===== src/rtl/eport_pkg.sv =====
package eport_pkg;
  typedef enum logic [1:0] {
    TRIG_LEVEL = 2'b00,
    TRIG_RISE  = 2'b01,
    TRIG_FALL  = 2'b10,
    TRIG_BOTH  = 2'b11
  } trig_e;

  localparam logic [2:0] OFS_MODE_HI = 3'h0;
  localparam logic [2:0] OFS_MODE_LO = 3'h1;
  localparam logic [2:0] OFS_DIR     = 3'h2;
  localparam logic [2:0] OFS_IEN     = 3'h3;
  localparam logic [2:0] OFS_ODAT    = 3'h4;
  localparam logic [2:0] OFS_PIN     = 3'h5;
  localparam logic [2:0] OFS_FLAG    = 3'h6;
endpackage


===== src/rtl/eport_sync.sv =====
module eport_sync #(
  parameter int unsigned W = 7
) (
  input  logic         clk,
  input  logic         rst_n,
  input  logic [W-1:0] d,
  output logic [W-1:0] q,
  output logic [W-1:0] q_prev
);
  logic [W-1:0] meta_q;

  always_ff @(posedge clk or negedge rst_n) begin
    if (!rst_n) begin
      meta_q <= '1;
      q      <= '1;
      q_prev <= '1;
    end else begin
      meta_q <= d;
      q      <= meta_q;
      q_prev <= q;
    end
  end
endmodule


===== src/rtl/eport_flag_cell.sv =====
module eport_flag_cell
  import eport_pkg::*;
(
  input  logic       clk,
  input  logic       rst_n,
  input  logic [1:0] mode,
  input  logic       cur,
  input  logic       prev,
  input  logic       clr,
  output logic       flag
);
  logic rise, fall, evt, is_edge;

  assign rise    = cur & ~prev;
  assign fall    = ~cur & prev;
  assign is_edge = (trig_e'(mode) != TRIG_LEVEL);

  always_comb begin
    case (trig_e'(mode))
      TRIG_RISE: evt = rise;
      TRIG_FALL: evt = fall;
      TRIG_BOTH: evt = rise | fall;
      default:   evt = 1'b0;
    endcase
  end

  always_ff @(posedge clk or negedge rst_n) begin
    if (!rst_n)        flag <= 1'b0;
    else if (!is_edge) flag <= ~cur;
    else if (evt)      flag <= 1'b1;
    else if (clr)      flag <= 1'b0;
  end


  set_wins_chk: assert property (@(posedge clk) disable iff (!rst_n)
    (is_edge && evt) |=> flag);

  no_spurious_chk: assert property (@(posedge clk) disable iff (!rst_n)
    (is_edge && !evt && !clr && !flag) |=> !flag);

  w1c_chk: assert property (@(posedge clk) disable iff (!rst_n)
    (is_edge && clr && !evt) |=> !flag);

  level_follow_chk: assert property (@(posedge clk) disable iff (!rst_n)
    (!is_edge) |=> (flag == !$past(cur)));
endmodule


===== src/rtl/eport_regs.sv =====
module eport_regs
  import eport_pkg::*;
#(
  parameter int unsigned NPIN = 7,
  localparam int unsigned VW  = NPIN + 1,
  localparam int unsigned DW  = 2 * VW
) (
  input  logic          clk,
  input  logic          rst_n,
  input  logic [2:0]    addr,
  input  logic          wr_en,
  input  logic          rd_en,
  input  logic          hw,
  input  logic [DW-1:0] wdata,
  output logic [DW-1:0] rdata,
  input  logic [NPIN:1] pin_sync,
  input  logic [NPIN:1] flags,
  output logic [DW-1:2] mode_q,
  output logic [NPIN:1] dir_q,
  output logic [NPIN:1] ien_q,
  output logic [NPIN:1] odat_q,
  output logic [NPIN:1] clr
);
  logic byte_wr, full_wr;
  logic unused_bits;

  assign byte_wr = wr_en & ~hw;
  assign full_wr = wr_en & hw & (addr == OFS_MODE_HI);
  assign unused_bits = ^{wdata[0], wdata[1]};
  assign clr = (byte_wr && addr == OFS_FLAG) ? wdata[NPIN:1] : '0;

  always_ff @(posedge clk or negedge rst_n) begin
    if (!rst_n) begin
      mode_q <= '0;
      dir_q  <= '0;
      ien_q  <= '0;
      odat_q <= '0;
    end else if (full_wr) begin
      mode_q <= wdata[DW-1:2];
    end else if (byte_wr) begin
      case (addr)
        OFS_MODE_HI: mode_q[DW-1:VW] <= wdata[VW-1:0];
        OFS_MODE_LO: mode_q[VW-1:2]  <= wdata[VW-1:2];
        OFS_DIR:     dir_q           <= wdata[NPIN:1];
        OFS_IEN:     ien_q           <= wdata[NPIN:1];
        OFS_ODAT:    odat_q          <= wdata[NPIN:1];
        default: ;
      endcase
    end
  end

  always_comb begin
    rdata = '0;
    if (rd_en) begin
      if (hw) begin
        if (addr == OFS_MODE_HI) rdata = {mode_q, 2'b00};
      end else begin
        case (addr)
          OFS_MODE_HI: rdata = DW'(mode_q[DW-1:VW]);
          OFS_MODE_LO: rdata = DW'({mode_q[VW-1:2], 2'b00});
          OFS_DIR:     rdata = DW'({dir_q, 1'b0});
          OFS_IEN:     rdata = DW'({ien_q, 1'b0});
          OFS_ODAT:    rdata = DW'({odat_q, 1'b0});
          OFS_PIN:     rdata = DW'({pin_sync, 1'b0});
          OFS_FLAG:    rdata = DW'({flags, 1'b0});
          default:     rdata = '0;
        endcase
      end
    end
  end


  half_misalign_chk: assert property (@(posedge clk) disable iff (!rst_n)
    (wr_en && hw && addr != OFS_MODE_HI) |=>
      ($stable(mode_q) && $stable(dir_q) && $stable(ien_q) && $stable(odat_q)));

  byte_lane_chk: assert property (@(posedge clk) disable iff (!rst_n)
    (byte_wr && addr == OFS_MODE_LO) |=> $stable(mode_q[DW-1:VW]));
endmodule


===== src/rtl/edge_irq_port.sv =====
module edge_irq_port #(
  parameter int unsigned NPIN = 7,
  localparam int unsigned DW  = 2 * (NPIN + 1)
) (
  input  logic          clk,
  input  logic          rst_n,
  input  logic [2:0]    bus_addr,
  input  logic          bus_wr,
  input  logic          bus_rd,
  input  logic          bus_half,
  input  logic [DW-1:0] bus_wdata,
  output logic [DW-1:0] bus_rdata,
  input  logic [NPIN:1] pin_in,
  output logic [NPIN:1] pin_oe,
  output logic [NPIN:1] pin_out,
  output logic [NPIN:1] irq_req
);
  logic [NPIN:1] cur, prev, clr, flags, dir_q, ien_q, odat_q;
  logic [DW-1:2] mode_q;

  eport_sync #(.W(NPIN)) u_sync (
    .clk(clk), .rst_n(rst_n), .d(pin_in), .q(cur), .q_prev(prev)
  );

  eport_regs #(.NPIN(NPIN)) u_regs (
    .clk(clk), .rst_n(rst_n), .addr(bus_addr), .wr_en(bus_wr), .rd_en(bus_rd),
    .hw(bus_half), .wdata(bus_wdata), .rdata(bus_rdata), .pin_sync(cur),
    .flags(flags), .mode_q(mode_q), .dir_q(dir_q), .ien_q(ien_q),
    .odat_q(odat_q), .clr(clr)
  );

  for (genvar n = 1; n <= NPIN; n++) begin : g_pin
    eport_flag_cell u_cell (
      .clk(clk), .rst_n(rst_n), .mode(mode_q[2*n+1:2*n]), .cur(cur[n]),
      .prev(prev[n]), .clr(clr[n]), .flag(flags[n])
    );
  end

  assign irq_req = flags & ien_q;
  assign pin_oe  = dir_q;
  assign pin_out = odat_q;
endmodule


===== config.mk =====
export PLATFORM = sky130hd
export DESIGN_NAME = edge_irq_port
export DESIGN_NICKNAME = d
export VERILOG_FILES = /design/src/rtl/eport_pkg.sv /design/src/rtl/eport_sync.sv /design/src/rtl/eport_flag_cell.sv /design/src/rtl/eport_regs.sv /design/src/rtl/edge_irq_port.sv
export SDC_FILE = /design/constraint.sdc
export NUM_CORES = 1
export LEC_CHECK = 0
export CAP_MARGIN = 20
export CORE_ASPECT_RATIO = 0.7
export CORE_UTILIZATION = 48
export CTS_BUF_LIST = sky130_fd_sc_hd__clkbuf_4
export DETAILED_ROUTE_END_ITERATION = 12
export PLACE_DENSITY_LB_ADDON = 0.05
export SLEW_MARGIN = 20
export SYNTH_ARGS = -nofsm -noshare
export SYNTH_HDL_FRONTEND = slang
export SYNTH_SLANG_ARGS = --single-unit

===== constraint.sdc =====
create_clock -name clk -period 1.7 [get_ports clk]
set_input_delay 0.34 -clock clk [delete_from_list [all_inputs] [get_ports clk]]
set_output_delay 0.34 -clock clk [all_outputs]
set_load 0.02 [all_outputs]

## Yosys cells after proc, flatten, opt, wreduce, memory -nomap -nowiden

Cells that the tools add are included.
Widths: inputs -> output; s select.

- Equality and inequality tests: 34
- Bitwise logic cells: 41
- Reduce and logical (&&, ||, !) cells: 17
- Mux-type cells: 37

Operator list:

| operator | number |
|---|---|
| $pmux 8 s7 | 1 |
| $mux 16 | 3 |
| $eq 2x2->1 const B | 14 |
| $mux 14 | 2 |
| $mux 1 | 21 |
| $ne 3x2->1 const B | 7 |
| $pmux 1 s3 | 7 |
| $reduce_bool 2->1 | 10 |
| $and 1x1->1 | 17 |
| $not 1->1 | 16 |
| $eq 2x1->1 const B | 7 |
| $eq 3x3->1 const B | 3 |
| $reduce_and 3->1 | 3 |
| $mux 8 | 1 |
| $and 7x7->7 | 1 |
| $mux 7 | 1 |
| $or 1x1->1 | 7 |
| $eq 3x2->1 const B | 2 |
| $mux 6 | 1 |
| $reduce_and 2->1 | 2 |
| $eq 3x1->1 const B | 1 |
| $logic_not 3->1 | 1 |
| $logic_and 1x1->1 | 1 |

- Logic and storage cells: 144
- Register bits: 63
- Input port bits: 31
- Output and inout bits: 37

## Logic depth before layout (Yosys ltp)

Gate-level depths: netlist (run 1).

- Depth in word-level cells: 7
- Depth in mapped cells: 7
- Mapped depth without buffers: 6

## Cells and area by module

A second synthesis (run 1) with hierarchy kept.

- Cells, all modules: 303
- Area total of the unflattened synthesis: 3449.6 um^2

Modules (own cells, without submodules):

| module | area each (um^2) | times used | cells each |
|---|---|---|---|
| eport_regs | 2135.8 | 1 | 191 |
| eport_flag_cell | 102.6 | 7 | 12 |
| eport_sync | 551.8 | 1 | 21 |
| edge_irq_port | 43.8 | 1 | 7 |

## Worst setup path before layout (run 1)

Ideal clock, no wire load.

- Kind: input-to-output
- From: in bus_addr[0]
- To: out bus_rdata[3]
- Buffers on the path: 3
- Arrival time: 1.700 ns
- Setup slack: -0.340 ns
- Stages on the path: 5
- Required time: 1.360 ns
- Path through: buf_4 > buf_2 > buf_1 > o21ai_0 > a221oi_1

- Longest elaborated chain between the ends: 4
- Elaborated cells between the ends (all ways): 11

RTL lines:

| what | line | RTL |
|---|---|---|
| from (decl) | edge_irq_port.sv:7 | `input logic [2:0] bus_addr,` |
| $eq 3x3->1 (tied with other cells) | eport_regs.sv:58 | `case (addr)` |
| $pmux 8 s7 or $mux 16 (tied branches) | eport_regs.sv:58, eport_regs.sv:56 |  |
| $mux 16 (*) | eport_regs.sv:55 | `if (hw) begin` |
| $mux 16 (*) | eport_regs.sv:54 | `if (rd_en) begin` |
| to (decl) | edge_irq_port.sv:12 | `output logic [DW-1:0] bus_rdata,` |

Every way passes the cells marked *; elsewhere a longest branch is shown, timed or not.

## Final worst setup path (run 1)

- From: reg u_sync.q[6]
- To: out bus_rdata[7]

- Longest elaborated chain between the ends: 3

RTL lines:

| what | line | RTL |
|---|---|---|
| from (decl) | eport_sync.sv:7 | `output logic [W-1:0] q,` |
| from (signal assigned) | eport_sync.sv:19 | `q <= meta_q;` |
| $pmux 8 s7 | eport_regs.sv:58 |  |
| $mux 16 | eport_regs.sv:55 |  |
| $mux 16 | eport_regs.sv:54 |  |

No other way between the ends.

==> results of run 1 <==
## placed cells by master (no fill, tap or decap), drive strengths merged, types with 4 or more instances in the layout
master,synthesis,routed
buf,13,133
dfrtp,42,42
mux2,32,32
clkdlybuf4s50,0,24
nand2,23,23
dfstp,21,21
a21oi,20,20
mux2i,20,20
inv,18,18
nor2,18,18
dlygate4sd2,0,16
and2,16,16
ha,14,14
clkbuf,6,11
o21ai,7,7
a221oi,6,6
or3,6,6
o2bb2ai,6,6
o211ai,5,5
a211oi,5,5
a31o,5,5
nor3,4,4
## power breakdown
group / total, mW / internal, mW / switching (mW)
registers: 1.96 / 1.79 / 0.173
logic: 1.98 / 1.06 / 0.919
clock network: 1.15 / 0.621 / 0.529
## state kept, by name, summed over array words and instances, names as in the netlist
name               cells
u_sync.meta_q          7
g_pin.u_cell.flag      7
u_regs.ien_q           7
u_sync.q               7
u_regs.mode_q         14
u_regs.odat_q          7
u_sync.q_prev          7
u_regs.dir_q           7
## synthesized netlist by cell type (6+ instances only)
cell type,n,share of area
mux2_2,25,0.082
and2_1,16,0.029
or3_1,6,0.011
dfstp_2,21,0.16
o2bb2ai_1,6,0.015
ha_1,14,0.051
mux2_4,6,0.026
a21oi_1,20,0.029
a221oi_1,6,0.015
nor2_1,18,0.020
nand2_1,23,0.025
o21ai_0,7,0.010
dfrtp_1,42,0.30
inv_1,18,0.020
mux2i_1,20,0.058
## cell type report
type / count / area (µm²)
sequential: 63 / 1600
clock inverter: 5 / 73.8
clock buffer: 11 / 82.6
fill: 470 / 1510
multi-input combinational: 214 / 1820
inverter: 18 / 67.6
timing repair buffer: 176 / 1580
tap: 94 / 118
## timing repair
action | 4_1_cts | 5_1_grt
endpoints found under the setup margin | 68 | 19
hold endpoints to repair | 42 | 0
resized for setup | 176 | 19
cloned | 3 | 0
hold buffers | 1 | 0
pin swaps | 13 | 11
setup buffers | 9 | 4
## metal layers
metal,up-vias,track usage,wire (µm)
li1,1456,-,-
met3,11,0.0690,599
met1,1547,0.387,4530
met2,99,0.492,5090
met4,0,0.0876,143
met5,-,0,0
## worst max-delay path by stage
stage	slack (ns)	start	to
floorplan	-0.008	bus_addr[0]	bus_rdata[5]
global placement	-0.99	bus_addr[1]	bus_rdata[5]
detailed placement	-1.08	bus_addr[1]	bus_rdata[6]
CTS	-0.37	u_sync.q[6]	bus_rdata[7]
global route	-0.46	u_sync.q[6]	bus_rdata[7]
finish	-0.37	u_sync.q[6]	bus_rdata[7]
## cell families after synthesis
kind of cell / Yosys count / share of synthesized area
flip-flops: 63 / 0.464
adder cells (fa/ha/maj): 14 / 0.0507
multiplexers: 52 / 0.169
buffers and inverters: 37 / 0.0540
XOR/XNOR: 1 / 0.00254
AND/OR/NAND/NOR: 84 / 0.134
AO/OA/AOI/OAI: 63 / 0.126
## worst reg2reg max path, cell delays in order (launching register included)
cell,delay [ns]
dfstp_2,0.56
buf_4,0.13
inv_1,0.05
ha_1,0.16
o21ai_0,0.18
a21oi_1,0.12
a31o_2,0.22
==> run metrics, run 1 <==
Starting Density 0.504; Final Hold Slack between 0.3 and 0.4 ns; MaxCap Viol Count 0; failing checks negative setup slack; Clock Skew 0.00913 ns; CP max-delay cell dfstp_2; worst path required time 1.36 ns; via/cell ratio roughly 5.4; Final Wtd Congestion between 0.8 and 0.9; Yosys warnings 0; clk buf depth 2; CP Buf/Inv Count 1; Chip Width 103 µm; post-route ant nets 0; hold_sp pin_in[6]; vias in the first global route 3189; Slew HR 0.766; mean routed wirelength per cell between 15 and 20 µm; hpwl dp about 7 mm; CP Class flip-flop to output port; Synth cell types 43; fmax a little under 500 MHz; Skew-Pair Late Insertion Delay roughly 0.41 ns; Worst-path clk slew about 0.10 ns; Worst Hold Depth 1; Final Hold Vio Count 0; number of flops mapped to enable cells by yosys 0; Hold/Removal Path Class input pin to flip-flop; overall via count from detail_route about 3100; Cell Area, Synth between 3000 and 4000 µm²; setup slack after layout -0.365 ns; Tmin final a little over 2 ns; Area growth syn-to-layout 54.7%; first-pass GRT wire length ~16 mm; R2R Setup Slk 0.17 ns; final setup fails 15; initial antenna violation count 0; n_diodes 0; Pwr Total 5.09 mW; DRC Markers 0; # IOs 68; Iter 0 DRT Violations between 100 and 150; Main synth FF type dfrtp_1; RR Startpoint u_sync.q[1]; CP arrival 1.73 ns; Final Instance Count excl. Fillers approximately 580; port buffer count 67; Critical Path Fanout Max 2; Num CTS Buffers 9; Synth Register Bits between 60 and 70; Critical Path Sink Type output port; CP max stage delay between 0.5 and 0.6 ns; CP top delay family flip-flops; Max IR drop VDD roughly 0.00056 V; Final period util 1.21; share of cells above drive strength 1 0.495; syn_area_per_cell approximately 11 µm²; Cell Pwr Density around 950 nW/µm²; CP Cell Sequence mux2i_1 -> mux2_4 -> o221ai_2 -> and3_4 -> buf_6; cell area after layout around 5300 µm²; critical path depth 5; CTS tree done; R2R Path End g_pin[2].u_cell.flag; CP startpoint kind flip-flop; Total Wirelength approximately 10 mm; sequential area share after synthesis 0.464; Worst Max-Slew Pin Slew between 0.3 and 0.4 ns; Final nets about 530; Pre-Repair DR Iteration Count 4; clock sink count 63; DIE AREA 7540 µm²; Cell Rows 25; Hold EP u_sync.meta_q[5]; pin count of the biggest net entering global routing between 60 and 70; Cells after DPL between 500 and 600; GRT overflow 0; Root Buffer Master clkbuf_4; Max H-tree Level 3; RSZ-0062 raised after global routing yes; core area 6850 µm²; final core occ 0.780; TNS Setup -2.36 ns; DP Area approximately 5000 µm²; cell depth of the worst flop-to-flop path 6; Post-synth ARST share 1.00; max-slew violations 0; status finished with violations; GRT Util Overall 0.296; syn nets ~360; Die Ht roughly 73 µm; leakage between 2 and 3 nW; Mapped Cells roughly 310; dpl ws -1.08 ns
Power figures use the tool's default switching activity.
==> inputs of run 2 (changes only) <==
==> constraint.sdc (replaced) <==
create_clock -name clk -period 1.7 [get_ports clk]
set_input_delay 0.17 -clock clk [delete_from_list [all_inputs] [get_ports clk]]
set_output_delay 0.17 -clock clk [all_outputs]
set_load 0.02 [all_outputs]
==> run 2 against run 1 <==
The run still ends with negative setup slack left. Setup slack gained 0.11 ns. Die area is the same. Core utilization shrank 5.5 points. Critical endpoint unchanged. Largest cell class unchanged. Largest power group is now sequential cells.
==> run metrics, run 2 (synthesis gave the netlist of run 1 again) <==
status finished with violations; failing checks negative setup slack; post-route ant nets 0; MaxCap Viol Count 0; Critical Path Fanout Max 2; max-slew violations 0; Top reg by flops u_regs.mode_q; DIE AREA between 7000 and 8000 µm²; setup slack after layout -0.252 ns; CP Class flip-flop to output port; DRC Markers 0; port buffer count 67; Largest register FFs 14; GRT Util Overall 0.271; Die Ht about 73 µm; hpwl dp slightly below 7 mm; Pre-Repair DR Iteration Count 4; Root Buffer Master clkbuf_4; Max H-tree Level 3; Tmin final slightly below 2 ns; Worst Max-Slew Pin Slew around 0.36 ns; clock sink count 63; Area growth syn-to-layout 43.7%; final core occ 0.724; via/cell ratio roughly 5.3; Worst-path clk slew 0.11 ns; Total Wirelength roughly 9.3 mm; pin count of the biggest net entering global routing 64; RSZ-0062 raised after global routing yes; # IOs 68; Iter 0 DRT Violations ~110; Starting Density 0.504; Chip Width 103 µm; commonest non-fill, non-tap cell in the layout buf_4; mean routed wirelength per cell approximately 17 µm; vias in the first global route around 2900; fmax 512 MHz; CP arrival between 1.5 and 2 ns; first-pass GRT wire length around 15 mm; Cell Pwr Density between 900 and 1000 nW/µm²; Critical Path Sink Type output port; Num CTS Buffers 9; n_diodes 0; worst path required time ~1.5 ns; fill cell count around 530; Hold/Removal Path Class input pin to flip-flop; Final nets between 500 and 600; CP startpoint kind flip-flop; CTS tree done; clk buf depth 2; Slew HR 0.761; Skew-Pair Late Insertion Delay just over 0.4 ns; initial antenna violation count 0; commonest cells after routing, fill and taps aside 80 x buf_4, 42 x dfrtp_1, 28 x clkdlybuf4s50_1, 24 x mux2_2, 23 x nand2_1; core area 6850 µm²; Clock Skew approximately 0.016 ns; GRT overflow 0; Final Hold Vio Count 0; share of cells above drive strength 1 0.414; Final period util 1.15; leakage approximately 2.4 nW; Cell Rows 25; Final Instance Count excl. Fillers 555; Max IR drop VDD between 0.0006 and 0.0007 V; Cells after DPL around 530; Final Wtd Congestion ~0.84; final setup fails 7; overall via count from detail_route slightly below 3000; dpl ws -0.799 ns
[run 2: changes by cell type in the layout (fill, tap and decap cells not counted), moves of 3 or more]
cell,previous run,this run
clkdlybuf4s50_1,24,28
and2_4,9,0
buf_6,23,4
buf_2,7,2
dlygate4sd2_1,16,8
and2_1,7,16
clkbuf_2,0,9
clkdlybuf4s15_2,0,3
dlymetal6s2s_1,0,11
buf_4,98,80
[run 2: worst max-delay path, stage by stage (launching register included)]
cell and delay [ns]:
dfstp_2 0.56, mux2i_1 0.08, mux2_4 0.27, o221ai_2 0.15
and3_4 0.20, buf_6 0.11
[run 2: layout make-up]
class                   count  area (µm²)  area share
flip-flops and latches     63        1600       0.323
well taps                  94         118      0.0237
repair buffers            150        1310       0.264
clock buffers              12        90.1      0.0182
clock inverters             4        16.3     0.00328
inverters                  18        67.6      0.0136
multi-input cells         214        1760       0.354
[run 2: power breakdown]
group | total, mW | switching (mW) | internal (mW) | leakage (nW)
combinational | 1.84 | 0.847 | 0.995 | 1.65
clock | 0.854 | 0.519 | 0.335 | 0.0638
sequential | 1.95 | 0.170 | 1.78 | 0.707
[run 2: routing by layer]
layer / routed length [µm] / track usage / part of all wire / up-vias
met2: 4460 / 0.422 / 0.48 / 61
met4: 110 / 0.0814 / 0.012 / 0
li1: - / - / - / 1408
met1: 4410 / 0.379 / 0.47 / 1469
met5: 0 / 0 / 0 / -
met3: 353 / 0.0594 / 0.038 / 11
[run 2: final timing paths]
path                                  start                   end  slack, ns  cells past startpoint
max                             u_sync.q[6]          bus_rdata[7]      -0.25                      5
min                               pin_in[7]      u_sync.meta_q[6]       0.15                      1
max reg2reg                     u_sync.q[3]  g_pin[4].u_cell.flag       0.14                      6
min reg2reg                u_sync.meta_q[4]           u_sync.q[4]       0.36                      0
max in group asynchronous             rst_n      u_sync.meta_q[1]       1.06                      3
min in group asynchronous             rst_n  g_pin[3].u_cell.flag       0.29                      3
[run 2: per-stage QoR]
| step | power [mW] | instance area, µm² | setup TNS (ns) | hold WS (ns) |
|---|---|---|---|---|
| floorplan | 2.84 | 3450 | 0 | -0.126 |
| global placement | 3.74 | 4730 | -27.00 | 0.207 |
| detailed placement | 3.79 | 4730 | -27.83 | 0.209 |
| CTS | 4.65 | 4930 | -0.906 | 0.138 |
| global route | 4.93 | 4960 | -1.46 | 0.112 |
| finish | 4.65 | 4960 | -0.777 | 0.149 |
[run 2: timing repair]
item	in CTS	in global routing
hold buffers	1	0
gates resized for setup	86	29
endpoints found under the hold margin	42	0
setup endpoints to repair	45	26
gates cloned	0	0
pin swaps	10	5
buffers inserted	4	3
